`src/rtl/wpt_pkg.sv`:
```
package wpt_pkg;
  localparam int unsigned BYTE_W  = 8;
  localparam int unsigned NUM_WREG = 3;

  typedef enum logic [0:0] {
    PS_OPCODE  = 1'b0,
    PS_PAYLOAD = 1'b1
  } pstate_t;
endpackage

```
`src/rtl/wpt_parser.sv`:
```
module wpt_parser
  import wpt_pkg::*;
#(
  parameter int unsigned W = 8,
  parameter int unsigned N = 3,
  parameter logic [W-1:0] OPC_WR = 8'h20,
  parameter logic [W-1:0] OPC_RD = 8'h21,
  localparam int unsigned IDX_W = (N > 1) ? $clog2(N) : 1
) (
  input  logic             clk,
  input  logic             rst_n,
  input  logic             in_valid,
  input  logic [W-1:0]     in_data,
  input  logic             rd_busy,
  output logic             in_ready,
  output logic             wr_en,
  output logic [IDX_W-1:0] wr_idx,
  output logic [W-1:0]     wr_data,
  output logic             rd_start
);
  pstate_t          state;
  logic [IDX_W-1:0] pay_idx;
  logic             fire;

  assign in_ready = !rd_busy;
  assign fire     = in_valid && in_ready;
  assign wr_data  = in_data;
  assign wr_idx   = pay_idx;

  always_comb begin
    wr_en    = 1'b0;
    rd_start = 1'b0;
    if (fire) begin
      if (state == PS_PAYLOAD) wr_en = 1'b1;
      else if (in_data == OPC_RD) rd_start = 1'b1;
    end
  end

  always_ff @(posedge clk) begin
    if (!rst_n) begin
      state   <= PS_OPCODE;
      pay_idx <= '0;
    end else if (fire) begin
      case (state)
        PS_OPCODE: begin
          if (in_data == OPC_WR) begin
            state   <= PS_PAYLOAD;
            pay_idx <= '0;
          end
        end
        PS_PAYLOAD: begin
          if (pay_idx == IDX_W'(N - 1)) begin
            state   <= PS_OPCODE;
            pay_idx <= '0;
          end else begin
            pay_idx <= pay_idx + 1'b1;
          end
        end
        default: state <= PS_OPCODE;
      endcase
    end
  end

  // once a read opcode is taken, the input stalls on the next cycle
  assert_rd_stalls_input_R6: assert property (@(posedge clk) disable iff (!rst_n)
    rd_start |=> !in_ready);

  // a payload is never pending while read-back is running
  assert_no_payload_in_read_R6: assert property (@(posedge clk) disable iff (!rst_n)
    (state == PS_PAYLOAD) |-> !rd_busy);
endmodule

```
`src/rtl/wpt_regfile.sv`:
```
module wpt_regfile #(
  parameter int unsigned W = 8,
  parameter int unsigned N = 3,
  localparam int unsigned IDX_W = (N > 1) ? $clog2(N) : 1
) (
  input  logic             clk,
  input  logic             rst_n,
  input  logic             wr_en,
  input  logic [IDX_W-1:0] wr_idx,
  input  logic [W-1:0]     wr_data,
  input  logic             ctl_allow,
  input  logic [IDX_W-1:0] rd_idx,
  output logic [W-1:0]     rd_data
);
  logic [N-1:0][W-1:0] regs;

  for (genvar g = 0; g < N; g++) begin : g_reg
    if (g == 0) begin : g_ctl
      always_ff @(posedge clk) begin
        if (!rst_n) regs[g] <= '0;
        else if (wr_en && wr_idx == IDX_W'(g)) regs[g] <= ctl_allow ? wr_data : '0;
      end
    end else begin : g_plain
      always_ff @(posedge clk) begin
        if (!rst_n) regs[g] <= '0;
        else if (wr_en && wr_idx == IDX_W'(g)) regs[g] <= wr_data;
      end
    end
  end

  always_comb begin
    rd_data = '0;
    for (int i = 0; i < N; i++) begin
      if (rd_idx == IDX_W'(i)) rd_data = regs[i];
    end
  end

  // a blocked control write leaves zero
  assert_ctl_gated_R3: assert property (@(posedge clk) disable iff (!rst_n)
    (wr_en && wr_idx == '0 && !ctl_allow) |=> (regs[0] == '0));

  // without a payload write every register keeps its value
  assert_regs_hold_R7: assert property (@(posedge clk) disable iff (!rst_n)
    !wr_en |=> $stable(regs));
endmodule

```
`src/rtl/wpt_readout.sv`:
```
module wpt_readout #(
  parameter int unsigned W = 8,
  parameter int unsigned N = 3,
  localparam int unsigned IDX_W = (N > 1) ? $clog2(N) : 1
) (
  input  logic             clk,
  input  logic             rst_n,
  input  logic             rd_start,
  input  logic             out_ready,
  input  logic [W-1:0]     rd_data,
  output logic             busy,
  output logic [IDX_W-1:0] rd_idx,
  output logic             out_valid,
  output logic [W-1:0]     out_data
);
  assign out_valid = busy;
  assign out_data  = rd_data;

  always_ff @(posedge clk) begin
    if (!rst_n) begin
      busy   <= 1'b0;
      rd_idx <= '0;
    end else if (rd_start) begin
      busy   <= 1'b1;
      rd_idx <= '0;
    end else if (busy && out_ready) begin
      if (rd_idx == IDX_W'(N - 1)) begin
        busy   <= 1'b0;
        rd_idx <= '0;
      end else begin
        rd_idx <= rd_idx + 1'b1;
      end
    end
  end

  // a stalled output byte is held
  assert_out_hold_R5: assert property (@(posedge clk) disable iff (!rst_n)
    (out_valid && !out_ready) |=> (out_valid && $stable(out_data)));

  // a read never starts on top of a running one
  assert_no_restart_R6: assert property (@(posedge clk) disable iff (!rst_n)
    rd_start |-> !busy);
endmodule

```
`src/rtl/wpt_cmd_engine.sv`:
```
module wpt_cmd_engine
  import wpt_pkg::*;
#(
  parameter int unsigned W = BYTE_W,
  parameter int unsigned N = NUM_WREG,
  parameter logic [W-1:0] OPC_WR = 8'h20,
  parameter logic [W-1:0] OPC_RD = 8'h21
) (
  input  logic         clk,
  input  logic         rst_n,
  input  logic         in_valid,
  input  logic [W-1:0] in_data,
  output logic         in_ready,
  output logic         out_valid,
  output logic [W-1:0] out_data,
  input  logic         out_ready,
  input  logic         dbg_active,
  input  logic         protect_on
);
  localparam int unsigned IDX_W = (N > 1) ? $clog2(N) : 1;

  logic             rd_busy;
  logic             wr_en;
  logic [IDX_W-1:0] wr_idx;
  logic [W-1:0]     wr_data;
  logic             rd_start;
  logic [IDX_W-1:0] rd_idx;
  logic [W-1:0]     rd_data;
  logic             ctl_allow;

  assign ctl_allow = dbg_active && !protect_on;

  wpt_parser #(.W(W), .N(N), .OPC_WR(OPC_WR), .OPC_RD(OPC_RD)) u_parser (
    .clk(clk), .rst_n(rst_n), .in_valid(in_valid), .in_data(in_data),
    .rd_busy(rd_busy), .in_ready(in_ready), .wr_en(wr_en), .wr_idx(wr_idx),
    .wr_data(wr_data), .rd_start(rd_start)
  );

  wpt_regfile #(.W(W), .N(N)) u_regs (
    .clk(clk), .rst_n(rst_n), .wr_en(wr_en), .wr_idx(wr_idx),
    .wr_data(wr_data), .ctl_allow(ctl_allow), .rd_idx(rd_idx), .rd_data(rd_data)
  );

  wpt_readout #(.W(W), .N(N)) u_readout (
    .clk(clk), .rst_n(rst_n), .rd_start(rd_start), .out_ready(out_ready),
    .rd_data(rd_data), .busy(rd_busy), .rd_idx(rd_idx),
    .out_valid(out_valid), .out_data(out_data)
  );

  // output idle in the cycle after reset
  assert_reset_idle_R1: assert property (@(posedge clk)
    !rst_n |=> (!out_valid && in_ready));
endmodule

```
`config.mk`:
```
export PLATFORM = sky130hd
export DESIGN_NAME = wpt_cmd_engine
export DESIGN_NICKNAME = d
export VERILOG_FILES = /design/src/rtl/wpt_pkg.sv /design/src/rtl/wpt_parser.sv /design/src/rtl/wpt_regfile.sv /design/src/rtl/wpt_readout.sv /design/src/rtl/wpt_cmd_engine.sv
export SDC_FILE = /design/constraint.sdc
export NUM_CORES = 1
export LEC_CHECK = 0
export ABC_CLOCK_PERIOD_IN_PS = 2300
export BUFFER_PORTS_ARGS = -buffer_cell sky130_fd_sc_hd__buf_2
export CORE_MARGIN = 2
export CORE_UTILIZATION = 59
export CTS_CLUSTER_DIAMETER = 60
export DETAILED_ROUTE_END_ITERATION = 16
export PLACE_DENSITY_LB_ADDON = 0.12
export SYNTH_ARGS = -nofsm -noshare
export SYNTH_HDL_FRONTEND = slang
export SYNTH_SLANG_ARGS = --single-unit
```
`constraint.sdc`:
```
create_clock -name clk -period 2.3 [get_ports clk]
set_input_delay 0.575 -clock clk [delete_from_list [all_inputs] [get_ports clk]]
set_output_delay 0.575 -clock clk [all_outputs]
set_load 0.01 [all_outputs]
```
# Yosys cells after proc, flatten, opt, wreduce, memory -nomap -nowiden
# Index checks and enable logic that the tools add are counted.
[word_totals] register_bits=30
[classes] n_mux=19 add_sub_neg=2 reduce_logical=15 eq_ne=7 bitwise_logic=2
[ops] op="8-bit two-way mux" count=4
[ops] op="8-bit by 6-bit == test with 1-bit output, second input constant" count=2
[ops] op="1-bit two-way mux" count=10
[ops] op="1-bit logical AND" count=6
[ops] op="2-bit two-way mux" count=3
[ops] op="2-bit by 1-bit adder with 2-bit output, second input constant" count=2
[ops] op="2-bit by 1-bit == test with 1-bit output, second input constant" count=2
[ops] op="2-bit == test, second input constant" count=2
[ops] op="2-bit zero test" count=2
[ops] op="2-bit case mux with 2 select lines" count=1
[ops] op="2-bit AND reduction" count=2
[ops] op="2-bit nonzero test" count=2
[ops] op="1-bit zero test" count=2
[ops] op="2-bit by 1-bit inequality test with 1-bit output, second input constant" count=1
[ops] op="1-bit inverter" count=2
[ops] op="1-bit case mux with 2 select lines" count=1
[ops] op="2-bit OR reduction" count=1

# Logic depth before layout (Yosys ltp)
# Gate-level depths: netlist of run 1.
[depth] word_depth=6 ltp_mapped=5 mapped_depth_nobuf=3

# Modules after synthesis
# A second synthesis of run 1 with hierarchy kept.
[unflattened] cells_unflattened=171 hier_area_um2=1617.8
[by_module_without_submodules] module="wpt_regfile" cells_each=119 area_per_inst_um2=1133.6 seq_area_each_um2=480.5 n_inst=1
[by_module_without_submodules] module="wpt_parser" cells_each=29 area_per_inst_um2=256.5 seq_area_each_um2=60.1 n_inst=1
[by_module_without_submodules] module="wpt_readout" cells_each=22 area_per_inst_um2=214.0 seq_area_each_um2=60.1 n_inst=1
[by_module_without_submodules] module="wpt_cmd_engine" cells_each=1 area_per_inst_um2=13.8 seq_area_each_um2=0.0 n_inst=1

# Worst setup path before layout of run 1
# No wires, ideal clock.
[synth_timing] kind="input port to flip-flop" start="in in_data[7]" end="reg u_parser.state" path_stages=3 t_arrival_ns=1.569 path_slack_ns=0.671 cell_sequence="or4_4 > nor4_4 > o221a_1"
[synth_via] elab_chain_cells=3
[synth_lines] item="start: declaration" line_no="wpt_cmd_engine.sv:12" text="input logic [W-1:0] in_data,"
[synth_lines] item="8-bit by 6-bit == test with 1-bit output" line_no="wpt_parser.sv:46" text="if (in_data == OPC_WR) begin"
[synth_lines] item="1-bit two-way mux" line_no="wpt_parser.sv:46"
[synth_lines] item="1-bit case mux with 2 select lines" line_no="wpt_parser.sv:44" text="case (state)"
[synth_lines] item="end signal: assignment" line_no="wpt_parser.sv:41" text="state <= PS_OPCODE;"
[synth_lines] item="end signal: assignment" line_no="wpt_parser.sv:47" text="state <= PS_PAYLOAD;"
[synth_lines] item="end signal: assignment" line_no="wpt_parser.sv:53" text="state <= PS_OPCODE;"
[synth_lines] item="end: declaration" line_no="wpt_parser.sv:21" text="pstate_t state;"
# No other way between the ends.
# A chain may end at the register's enable or synchronous reset.

# Worst setup path in the final report of run 1
[layout_timing] start="reg u_readout.rd_idx[0]" end="out out_data[5]"
[layout_via] elab_chain_cells=4 elab_cells_between_ends=6 cone_classes="2 x eq/ne; 3 x mux; 1 x reduce/logical"
[layout_lines] item="start: declaration" line_no="wpt_readout.sv:12" text="output logic [IDX_W-1:0] rd_idx,"
[layout_lines] item="start signal: assignment" line_no="wpt_readout.sv:31" text="rd_idx <= rd_idx + 1'b1;"
[layout_lines] item="2-bit zero test" line_no="wpt_regfile.sv:34" text="if (rd_idx == IDX_W'(i)) rd_data = regs[i];"
[layout_lines] item="8-bit two-way mux (2 in a row)" line_no="wpt_regfile.sv:34"
[layout_lines] item="8-bit two-way mux (*)" line_no="wpt_regfile.sv:34"
[layout_lines] item="end: declaration" line_no="wpt_cmd_engine.sv:15" text="output logic [W-1:0] out_data,"
# Mark *: on every way between the ends. The rest lies on a longest branch, timed or not.

==> results of run 1 <==
[final cells by class]
cell class | count | area (µm²)
Tap cell | 28 | 35.0
Multi-Input combinational cell | 128 | 782
Fill cell | 182 | 617
Inverter | 4 | 15.0
Timing Repair Buffer | 27 | 145
Clock buffer | 7 | 55.1
Sequential cell | 30 | 601
Clock inverter | 1 | 5.00
[final timing paths]
kind | slack (ns) | endpoint | start
hold / removal | 0.48 | u_regs.regs[17] | u_regs.regs[17]
hold reg to reg | 0.48 | u_regs.regs[17] | u_regs.regs[17]
setup / recovery | 0.23 | out_data[5] | u_readout.rd_idx[0]
setup reg to reg | 0.67 | u_regs.regs[8] | u_parser.wr_idx[1]
[state kept, by name, indices dropped and copies added, names as in the netlist]
name,cells
u_readout.rd_idx,2
u_readout.busy,1
u_parser.wr_idx,2
u_regs.regs,24
u_parser.state,1
[report_power, final]
group,switching [mW],internal [mW]
logic,0.0365,0.0167
clock network,0.185,0.148
registers,0.000330,0.519
total,0.222,0.684
[cell families (layout without fill, tap and decap cells)]
group / Yosys count / count (layout) / share of synthesized area [%]
DFF: 30 / 30 / 41.5
and+or+nand+nor: 57 / 57 / 25.3
AOI/OAI and AO/OA: 63 / 63 / 22.7
muxes: 8 / 8 / 5.54
buffers and inverters: 18 / 39 / 4.93
[layer usage]
metal  wire (µm)  GRT usage [%]  vias to the layer above
met3         416           6.21                        5
met1        1610           40.7                      682
li1            -              -                      688
met5           0              0                        -
met2        1780           47.9                       86
met4          31           12.0                        0
[synth_stat cells (2+ instances only)]
library cell	count	area, µm²
o21ai_0	31	155
nand4_1	8	50.1
or4bb_1	2	22.5
inv_1	3	11.3
nor2b_1	3	18.8
nor3_1	2	10.0
nand2_1	11	41.3
clkbuf_1	10	37.5
nand3_1	18	90.1
mux2i_1	8	80.1
nor4bb_1	2	20.0
nand2b_1	2	12.5
o22ai_1	2	12.5
dfxtp_1	30	601
buf_2	3	15.0
a21oi_1	26	130
[worst max-delay path: stages, from the launching register on]
cell	delay, ns
dfxtp_1	0.55
nor2b_4	0.31
nand2_1	0.08
o21ai_0	0.08
buf_2	0.16
[what timing repair did]
| item | 4_1_cts | 5_1_grt |
|---|---|---|
| resized for setup | 0 | 2 |
| buffers inserted | 0 | 0 |
| endpoints found under the hold margin | 0 | 0 |
| hold buffers | 0 | 0 |
| setup endpoints to repair | 0 | 8 |
==> impl_metrics.json, run 1 <==
{
  "worstHoldPathCells": 2,
  "max_cap_violations": 0,
  "stdcell_count": 225,
  "postLayoutSetupSlackWorst_ns": 0.229,
  "min_period_ns": 2.07,
  "power_per_cell_area_nw_per_um2": 553,
  "synth-seq-cells": 30,
  "crit_path_end_kind": "output port",
  "firstDrtPassIters": 4,
  "grt_pass1_wl_um": 6120,
  "cts.reportedPaths.clkPinSlew_ns": 0.09,
  "die-area_um2": 2860,
  "layout.core_utilization_pct": 72.6,
  "fin_worst_hold_slack_ns": 0.478,
  "max-clock-path-buffers": 2,
  "vias_in_the_first_global_route": 1302,
  "sink_count_of_the_clock_tree": 30,
  "grt_antenna_before_repair": 0,
  "synthesis.area_per_instance_um2": 8.22,
  "final_layout_size_suffix_gt1_share_pct": 19.8,
  "rows": 17,
  "drt_drc_violations_left": 0,
  "cp.arrival_ns": 1.50,
  "die-width_um": 53.5,
  "stdcell_area_um2": 1640,
  "route.detailed.wl_per_inst_um": 17.1,
  "root_buffer_cell": "clkbuf_4",
  "die_extent_in_y_um": 53.5,
  "routed_wirelength_um": 3840,
  "power.static_leakage_nw": 0.545,
  "final_hold_violation_count": 0,
  "cts_tree": "done",
  "core_area_um2": 2250,
  "num_io_pins": 24,
  "antenna_left": 0,
  "synth_seq_area_share_pct": 41.5,
  "reg2regPathDepth": 3,
  "rsz_0062_raised_after_global_routing": "false",
  "ys.flop_type": "dfxtp_1",
  "cts_made_buffers": 5,
  "mappedNetlistArea_um2": 1450,
  "grt_start_max_net_pins": 25,
  "max_slew.worst_pin.slew_ns": 0.644,
  "first_iter_violations": 71,
  "worst-endpoint-required_ns": 1.73,
  "synth_cell_type_count": 31,
  "global_route.overflow_total": 0,
  "route.detailed.vias_per_inst": 6.49,
  "placed_wire_length_estimate_after_detailed_placement_um": 2610,
  "crit_path_start_kind": "register",
  "tns_ns": 0,
  "initial_core_util_pct": 64.2,
  "placed_cells": 217,
  "finalCritPeriodShare_pct": 90.0,
  "num_antenna_cells": 0,
  "slew_viol_final": 0,
  "status": "finished clean",
  "mostFrequentLayoutCell": "o21ai_0",
  "timing.setup.critical_path_class": "register to output port",
  "grt_usage_pct": 30.4,
  "synthArstFlopShare_pct": 0,
  "most-common-layout-cells": "o21ai_0, dfxtp_1, a21oi_1",
  "report.power.total_mw": 0.905,
  "ir_drop_uv": 473,
  "placed_area_um2": 1570,
  "relSlewSlack_pct": 57.0,
  "report.final.setup_viol": 0,
  "htreeDepth": 2,
  "yosys_warnings": 0,
  "crit_fanout": 13,
  "number_of_nets_in_the_synthesized_netlist": 190,
  "num-nets-final": 210,
  "hold_class": "register to register",
  "gp_routability_congestion": 0.864,
  "clk-insertion-delay-late_ns": 0.33,
  "via_count": 1461,
  "number_of_synthesized_flops_with_an_enable_pin": 0,
  "fmax_mhz": 483,
  "detailedPlace.worstSlack_ns": 0.377,
  "layout-area-overhead-vs-synth_pct": 13.2,
  "final.setup_skew_ns": 0.00348,
  "numPortBuffers": 23,
  "synthCells": 176
}
Note: power is estimated with default switching activity, not from simulation.
==> run 2: changes to the inputs <==
- GPL_TIMING_DRIVEN: unset -> 0
==> run 2 against run 1 <==
Sequential power hardly changed. Sequential share of layout area is 0.50 points lower. Die area did not move. Wire length increased by 2.7%. Global-route usage increased by 1.6 points. Worst setup slack got worse by 0.066 ns. Register-to-register slack worse by 0.16 ns. Combinational power is 6.4% higher. Critical path depth stayed put. Utilization rose by 1.0 points. Flip-flop and latch count is the same. Critical path type unchanged. Critical endpoint is now out_data[1]. Largest power group unchanged.
==> impl_metrics.json, run 2 (synthesis results as in run 1) <==
{
  "root_buffer_cell": "clkbuf_4",
  "routed_wirelength_um": 3950,
  "max_cap_violations": 0,
  "num-nets-final": 220,
  "stdcell_count": 235,
  "final.setup_skew_ns": 0.0128,
  "max-clock-path-buffers": 2,
  "final_layout_size_suffix_gt1_share_pct": 18.4,
  "grt_start_max_net_pins": 11,
  "critPathSlowestCell": "dfxtp_1",
  "vias_in_the_first_global_route": 1327,
  "grt_antenna_before_repair": 0,
  "num_io_pins": 24,
  "report.power.total_mw": 0.923,
  "core_area_um2": 2250,
  "global_route.overflow_total": 0,
  "htreeDepth": 2,
  "die_extent_in_y_um": 53.5,
  "cp.arrival_ns": 1.56,
  "die-width_um": 53.5,
  "mostFrequentLayoutCell": "o21ai_0",
  "antenna_left": 0,
  "placed_cells": 227,
  "timing.setup.critical_path_class": "register to output port",
  "rr_startpoint": "u_readout.busy",
  "clk-insertion-delay-late_ns": 0.35,
  "r2r_slack_ns": 0.51,
  "first_iter_violations": 59,
  "finalCritPeriodShare_pct": 92.9,
  "cts_tree": "done",
  "placed_wire_length_estimate_after_detailed_placement_um": 2870,
  "layout-area-overhead-vs-synth_pct": 14.8,
  "crit_fanout": 10,
  "initial_core_util_pct": 64.2,
  "critical-path-top-cell-by-count": "buf_2",
  "nFillCells": 188,
  "gp_routability_congestion": 0.808,
  "holdBufCountCts": 0,
  "die-area_um2": 2860,
  "ir_drop_uv": 656,
  "route.detailed.wl_per_inst_um": 16.8,
  "max_slew.worst_pin.slew_ns": 0.531,
  "slew_viol_final": 0,
  "tns_ns": 0,
  "cts_made_buffers": 5,
  "route.detailed.vias_per_inst": 6.33,
  "final_hold_violation_count": 0,
  "max_flop_register": "u_regs.regs",
  "rsz_0062_raised_after_global_routing": "false",
  "crit_path_start_kind": "register",
  "via_count": 1488,
  "multi_input_area_um2": 774,
  "placed_area_um2": 1600,
  "worstPathCellList": "buf_2 -> mux2i_1 -> o21ai_0 -> buf_2",
  "hold_path.startpoint": "u_regs.regs[19]",
  "status": "finished clean",
  "stdcell_area_um2": 1660,
  "num_antenna_cells": 0,
  "crit_path_end_kind": "output port",
  "numPortBuffers": 23,
  "fmax_mhz": 468,
  "grt_pass1_wl_um": 6380,
  "reg2reg_to": "u_regs.regs[5]",
  "rows": 17,
  "critical-path-max-stage-delay_ns": 0.37,
  "reg2regPathDepth": 5,
  "min_period_ns": 2.14,
  "power_per_cell_area_nw_per_um2": 556,
  "postCtsSetupRepairBufs": 0,
  "sink_count_of_the_clock_tree": 30,
  "relSlewSlack_pct": 64.4,
  "power.static_leakage_nw": 0.551,
  "worstHoldPathCells": 2,
  "report.final.setup_viol": 0,
  "most-common-layout-cells": "o21ai_0, dfxtp_1, buf_2, a21oi_1, nand3_1",
  "hold-path-endpoint": "u_regs.regs[19]",
  "cts_repair_resize_count": 0,
  "layout.core_utilization_pct": 73.6,
  "cts.reportedPaths.clkPinSlew_ns": 0.11,
  "firstDrtPassIters": 4,
  "final-seq-area_um2": 601,
  "grt_usage_pct": 32.0,
  "largest_register_ff_count": 24,
  "hold_class": "register to register",
  "drt_drc_violations_left": 0,
  "worst-endpoint-required_ns": 1.73
}
-- run 2: worst max path at each step --
| stage | from | to | cells past startpoint |
|---|---|---|---|
| floorplan | in_data[7] | u_parser.state | 3 |
| global placement | in_data[7] | u_parser.state | 4 |
| detailed placement | in_valid | u_regs.regs[5] | 5 |
| CTS | u_readout.rd_idx[1] | out_data[1] | 4 |
| global route | u_readout.rd_idx[1] | out_data[5] | 4 |
| finish | u_readout.rd_idx[1] | out_data[1] | 4 |
-- run 2: layer usage --
metal  up-vias  track usage, %  wire [µm]
met1       686            41.0       1660
met2        79            49.4       1830
met5         -               0          0
met4         0            10.7         86
met3        11            11.9        371
li1        712               -          -
-- run 2: where the power goes --
group	switching (mW)	internal [mW]
registers	0.000199	0.519
logic	0.0402	0.0165
clock network	0.200	0.147
-- run 2: critical path, delay by kind of cell, from the launching register on --
kind / cells / cell delay, ns
muxes: 1 / 0.27
buffers and inverters: 2 / 0.46
DFF: 1 / 0.37
AOI/OAI and AO/OA: 1 / 0.11
-- run 2: final cells by class --
cell class,count,share of cell area [%]
clock inverter,2,0.754
buffer,14,3.39
sequential,30,36.2
inverter,4,0.904
multi-input combinational,128,46.6
timing repair buffer,23,6.93
tap,28,2.11
clock buffer,6,3.09
-- run 2: through the flow --
step / setup WS [ns] / hold WS, ns
floorplan: 0.671 / 0.449
global placement: 0.442 / 0.459
detailed placement: 0.395 / 0.469
CTS: 0.186 / 0.484
global route: 0.0758 / 0.506
finish: 0.164 / 0.484
